**src/rtl/ps2_tx_pkg.sv**
```systemverilog
// Package: shared types for the PS/2 host command transmitter.
// Assumes: nothing beyond IEEE 1800-2017.
package ps2_tx_pkg;

    // Transfer phases of the transmitter
    typedef enum logic [2:0] {
        ST_IDLE    = 3'd0,
        ST_INHIBIT = 3'd1,
        ST_RTS     = 3'd2,
        ST_DATA    = 3'd3,
        ST_ACK     = 3'd4,
        ST_RELEASE = 3'd5
    } tx_state_t;

    // Outcome codes reported on err_code
    typedef enum logic [1:0] {
        ERR_NONE      = 2'b00,
        ERR_START_TMO = 2'b01,
        ERR_PKT_TMO   = 2'b10,
        ERR_NO_ACK    = 2'b11
    } tx_err_t;

endpackage

```
**src/rtl/ps2_line_sync.sv**
```systemverilog
// Module: multi-stage synchronizer with falling-edge detection for a group
// of asynchronous bus lines. Resets to 1 because an idle open-drain bus
// reads high. Assumes STAGES >= 2.
module ps2_line_sync #(
    parameter int WIDTH  = 2,
    parameter int STAGES = 2
) (
    input  logic             clk,
    input  logic             rst_n,
    input  logic [WIDTH-1:0] din,
    output logic [WIDTH-1:0] level,
    output logic [WIDTH-1:0] fall
);

    logic [WIDTH-1:0] chain [STAGES];
    logic [WIDTH-1:0] prev;

    // Shift each line through the synchronizer stages
    always_ff @(posedge clk) begin
        if (!rst_n) begin
            for (int s = 0; s < STAGES; s++) chain[s] <= '1;
        end else begin
            chain[0] <= din;
            for (int s = 1; s < STAGES; s++) chain[s] <= chain[s-1];
        end
    end

    // Hold the previous synchronized level for edge detection
    always_ff @(posedge clk) begin
        if (!rst_n) prev <= '1;
        else        prev <= chain[STAGES-1];
    end

    assign level = chain[STAGES-1];

    genvar g;
    generate
        for (g = 0; g < WIDTH; g++) begin : g_edge
            assign fall[g] = prev[g] & ~chain[STAGES-1][g];
        end
    endgenerate

endmodule

```
**src/rtl/ps2_tx_wdog.sv**
```systemverilog
// Module: cycle counter that flags expiry after LIMIT running cycles.
// Counts while run is high, saturates at LIMIT-1, and returns to zero on clr.
// Assumes LIMIT >= 2.
module ps2_tx_wdog #(
    parameter int LIMIT = 1000
) (
    input  logic clk,
    input  logic rst_n,
    input  logic run,
    input  logic clr,
    output logic expired
);

    localparam int CW = $clog2(LIMIT + 1);
    localparam logic [CW-1:0] LAST = CW'(LIMIT - 1);

    logic [CW-1:0] cnt;
    logic          at_last;

    assign at_last = (cnt == LAST);

    // Advance the count while running, saturating at the last value
    always_ff @(posedge clk) begin
        if (!rst_n || clr)          cnt <= '0;
        else if (run && !at_last)   cnt <= cnt + 1'b1;
    end

    assign expired = run && at_last;

endmodule

```
**src/rtl/ps2_cmd_tx.sv**
```systemverilog
// Module: PS/2 host-to-device byte transmitter (top).
// Takes a one-cycle send request. It holds the clock low for the hold-off
// time, then signals request-to-send. It shifts data and parity out on the
// falling edges of the device clock, then checks the acknowledge. Bus lines
// are modelled as pull-low enables, and the bus inputs are synchronized here.
// Assumes the device clock low phase is longer than SYNC_STAGES+1 cycles.
module ps2_cmd_tx
    import ps2_tx_pkg::*;
#(
    parameter int DATA_W        = 8,
    parameter int SYNC_STAGES   = 2,
    parameter int INHIBIT_CYCLES = 5000,
    parameter int START_LIMIT   = 750000,
    parameter int PACKET_LIMIT  = 100000
) (
    input  logic              clk,
    input  logic              rst_n,
    input  logic              send_req,
    input  logic [DATA_W-1:0] send_data,
    input  logic              ps2_clk_in,
    input  logic              ps2_dat_in,
    output logic              ps2_clk_pull,
    output logic              ps2_dat_pull,
    output logic              busy,
    output logic              done,
    output logic              error,
    output logic [1:0]        err_code
);

    localparam int FRAME_BITS = DATA_W + 1;               // data + parity
    localparam int CNT_W      = $clog2(FRAME_BITS + 1);
    localparam logic [CNT_W-1:0] LAST_BIT = CNT_W'(FRAME_BITS);

    tx_state_t             state;
    logic [FRAME_BITS-1:0] shreg;
    logic [CNT_W-1:0]      sent;
    logic                  dbit;
    logic [1:0]            lvl, fl;
    logic                  clk_s, dat_s, clk_fall;
    logic                  inh_exp, start_exp, pkt_exp;
    logic                  in_transfer, in_frame;

    // Synchronize both bus lines and find device clock falling edges
    ps2_line_sync #(.WIDTH(2), .STAGES(SYNC_STAGES)) u_sync (
        .clk   (clk),
        .rst_n (rst_n),
        .din   ({ps2_clk_in, ps2_dat_in}),
        .level (lvl),
        .fall  (fl)
    );

    assign clk_s    = lvl[1];
    assign dat_s    = lvl[0];
    assign clk_fall = fl[1];

    assign in_transfer = (state == ST_INHIBIT) || (state == ST_RTS);
    assign in_frame    = (state == ST_DATA) || (state == ST_ACK) ||
                         (state == ST_RELEASE);

    // Clock hold-off length
    ps2_tx_wdog #(.LIMIT(INHIBIT_CYCLES)) u_inh (
        .clk     (clk),
        .rst_n   (rst_n),
        .run     (state == ST_INHIBIT),
        .clr     (state != ST_INHIBIT),
        .expired (inh_exp)
    );

    // Limit from acceptance to the first device clock edge
    ps2_tx_wdog #(.LIMIT(START_LIMIT)) u_start (
        .clk     (clk),
        .rst_n   (rst_n),
        .run     (in_transfer),
        .clr     (state == ST_IDLE),
        .expired (start_exp)
    );

    // Limit from the first device clock edge to completion
    ps2_tx_wdog #(.LIMIT(PACKET_LIMIT)) u_pkt (
        .clk     (clk),
        .rst_n   (rst_n),
        .run     (in_frame),
        .clr     (state == ST_IDLE),
        .expired (pkt_exp)
    );

    // Sequence the transfer and report its outcome
    always_ff @(posedge clk) begin
        if (!rst_n) begin
            state    <= ST_IDLE;
            shreg    <= '1;
            sent     <= '0;
            dbit     <= 1'b1;
            done     <= 1'b0;
            error    <= 1'b0;
            err_code <= ERR_NONE;
        end else begin
            done  <= 1'b0;
            error <= 1'b0;
            unique case (state)
                ST_IDLE: begin
                    dbit <= 1'b1;
                    if (send_req) begin
                        shreg    <= {~^send_data, send_data};
                        sent     <= '0;
                        err_code <= ERR_NONE;
                        state    <= ST_INHIBIT;
                    end
                end
                ST_INHIBIT: begin
                    if (start_exp) begin
                        state    <= ST_IDLE;
                        error    <= 1'b1;
                        err_code <= ERR_START_TMO;
                    end else if (inh_exp) begin
                        state <= ST_RTS;
                    end
                end
                ST_RTS: begin
                    if (clk_fall) begin
                        dbit  <= shreg[0];
                        shreg <= {1'b1, shreg[FRAME_BITS-1:1]};
                        sent  <= CNT_W'(1);
                        state <= ST_DATA;
                    end else if (start_exp) begin
                        state    <= ST_IDLE;
                        error    <= 1'b1;
                        err_code <= ERR_START_TMO;
                    end
                end
                ST_DATA: begin
                    if (pkt_exp) begin
                        state    <= ST_IDLE;
                        error    <= 1'b1;
                        err_code <= ERR_PKT_TMO;
                    end else if (clk_fall) begin
                        // after the last frame bit the fill value 1 releases data
                        dbit  <= shreg[0];
                        shreg <= {1'b1, shreg[FRAME_BITS-1:1]};
                        if (sent == LAST_BIT) state <= ST_ACK;
                        else                  sent  <= sent + 1'b1;
                    end
                end
                ST_ACK: begin
                    if (pkt_exp) begin
                        state    <= ST_IDLE;
                        error    <= 1'b1;
                        err_code <= ERR_PKT_TMO;
                    end else if (clk_fall) begin
                        if (!dat_s) begin
                            state <= ST_RELEASE;
                        end else begin
                            state    <= ST_IDLE;
                            error    <= 1'b1;
                            err_code <= ERR_NO_ACK;
                        end
                    end
                end
                ST_RELEASE: begin
                    if (pkt_exp) begin
                        state    <= ST_IDLE;
                        error    <= 1'b1;
                        err_code <= ERR_PKT_TMO;
                    end else if (clk_s && dat_s) begin
                        state <= ST_IDLE;
                        done  <= 1'b1;
                    end
                end
                default: state <= ST_IDLE;
            endcase
        end
    end

    // Drive the pull-low enables from the current phase
    always_comb begin
        ps2_clk_pull = (state == ST_INHIBIT);
        ps2_dat_pull = (state == ST_RTS) ||
                       (((state == ST_DATA) || (state == ST_ACK)) && !dbit);
    end

    assign busy = (state != ST_IDLE);

endmodule

```
**config.mk**
```make
export PLATFORM = sky130hd
export DESIGN_NAME = ps2_cmd_tx
export DESIGN_NICKNAME = d
export VERILOG_FILES = /design/src/rtl/ps2_tx_pkg.sv /design/src/rtl/ps2_line_sync.sv /design/src/rtl/ps2_tx_wdog.sv /design/src/rtl/ps2_cmd_tx.sv
export SDC_FILE = /design/constraint.sdc
export NUM_CORES = 1
export LEC_CHECK = 0
export ABC_AREA = 0
export CORE_ASPECT_RATIO = 2
export CORE_MARGIN = 1
export CORE_UTILIZATION = 40
export CTS_CLUSTER_DIAMETER = 40
export DETAILED_ROUTE_END_ITERATION = 8
export GPL_ROUTABILITY_DRIVEN = 0
export PLACE_DENSITY_LB_ADDON = 0.25
export SLEW_MARGIN = 25
export SYNTH_ARGS = -nofsm -noshare
export SYNTH_HDL_FRONTEND = slang
export SYNTH_HIERARCHICAL = 1
export SYNTH_SLANG_ARGS = --single-unit
```
**constraint.sdc**
```tcl
create_clock -name clk -period 3.4 [get_ports clk]
set_clock_uncertainty 0.2 [all_clocks]
set_input_delay 0.85 -clock clk [delete_from_list [all_inputs] [get_ports clk]]
set_output_delay 0.85 -clock clk [all_outputs]
set_load 0.005 [all_outputs]
```
==> results_dict.tcl <==
set metrics [dict create \
    cp.arrival_ns 2.14 \
    grt_start_max_net_pins 19 \
    crit_chain "buf_4 -> nor3_1 -> inv_1 -> clkdlybuf4s50_1" \
    crit_path_max_fanout 13 \
    overflow 0 \
    r2r_slack_ns 0.25 \
    pre_cts_slack_ns 0.3259 \
    clk-insertion-delay-late_ns 0.34 \
    grt_usage_pct 18.84 \
    cts_tree "yes" \
    tightest_slew_ns 0.7873 \
    ios 20 \
    avgSynthCellArea_um2 8.351 \
    criticalPathCategory "reg2out" \
    final_cell_mix "76 x dfxtp_1, 55 x nand2_1, 35 x a21oi_1" \
    antenna_found_initial 0 \
    clk_pin_slew_ns 0.06 \
    dr_total_vias 3626 \
    std_cell_rows 52 \
    critPathTopFamily "buffers and inverters" \
    clkSinkCount 76 \
    area_growth_pct 15.07 \
    wl_um 9502 \
    post_cts_resize_count 0 \
    cap_violations 0 \
    hpwl_um 7065 \
    p_leak_nw 1.638 \
    power_density_nw_per_um2 566.8 \
    setup_ws_ns 0.2057 \
    final_common_cell "dfxtp_1" \
    p_total_mw 2.691 \
    cp.required_ns 2.35 \
    synth_warnings 6 \
    setup_viol_count_final 0 \
    final_cells 648 \
    start_util_pct 40.91 \
    slowest_delay_ns 0.64 \
    slew_headroom_pct 47.11 \
    cp_num_buf_inv 3 \
    ir_drop_v 0.0003552 \
    end_kind "primary output" \
    coreArea_um2 10080 \
    status "finished clean" \
    ctsHoldBuffers 0 \
    ctsRootBufferMaster "clkbuf_16" \
    syn_nets 512 \
    netlist_instances 494 \
    first_pass_iters 4 \
    hp-class "reg2reg" \
    fin_area_um2 4747 \
    drv_slew 0 \
    grt_pass1_wl_um 15890 \
    hold_violations 0 \
    h-tree-depth 3 \
    num-nets-final 526 \
    antenna_cells 0 \
    setup_tns_ns 0 \
    min_period_over_period_pct 93.95 \
    cts_buffers 9 \
    drt-initial-drc-count 182 \
    viasPerCell 5.596 \
    fillCellCount 978 \
    place_area_um2 4443 \
    cp-start-kind "flop" \
    cts_buffer_depth 2 \
    first_global_vias 3425 \
    die_area_um2 10750 \
    io_buffer_count 19 \
    grt_setup_unrepaired "no" \
    final_antenna_net_count 0 \
    critical_path.slowest_cell "nor3_1" \
    fmax_mhz 313.1 \
    die_x_um 73.81 \
    layout_min_cycle_time_ns 3.194 \
    die_h_um 145.6 \
    drc 0 \
    routedWlPerCell_um 14.66 \
    drive_gt1_share_pct 8.577 \
    numPlacedInstances 632 \
    post_cts_buffers 0 \
    netlist_area_um2 4125 \
]
layer usage:
layer / vias to the layer above / wire length, um / GRT usage [%]
met5: - / 0 / 0
met2: 75 / 5228 / 33.72
met1: 1705 / 3738 / 20.23
li1: 1826 / - / -
met3: 20 / 299 / 3.255
met4: 0 / 236 / 9.808
sequential cells by signal, indices dropped and copies added, names as in the netlist, 2 cells and up:
register	cells
u_inh/cnt	13
shreg	9
err_code	2
u_start/cnt	20
sent	4
u_sync/chain	4
u_pkt/cnt	17
state	3
layout make-up:
type	instances	area, um^2	share of cell area, %
Clock inverter	4	47.55	1.002
Sequential cell	76	1521	32.05
Clock buffer	12	256.5	5.403
Tap cell	135	168.9	3.558
Inverter	11	41.29	0.8698
Multi-Input combinational cell	377	2416	50.90
Timing Repair Buffer	33	295.3	6.220
report_power, final:
part	leakage [nW]	switching, mW	internal (mW)
registers	0.616	0.0596	0.961
clock network	0.149	0.373	0.606
logic	0.874	0.396	0.294
final timing paths:
kind              depth (start not counted)                from            endpoint
setup / recovery                          4            state[2]                busy
hold / removal                            1  u_sync/chain[0][1]  u_sync/chain[0][3]
setup reg to reg                         10            state[1]            shreg[3]
hold reg to reg                           1  u_sync/chain[0][1]  u_sync/chain[0][3]
metrics by stage:
stage          util [%]  hold slack, ns
5_1_grt           47.07          0.2229
6_report          47.07          0.2053
3_3_place_gp      44.06          0.1989
3_5_place_dp      44.06          0.1937
2_1_floorplan         -          0.1863
4_1_cts           47.07          0.2070
(Power assumes the default switching activity.)
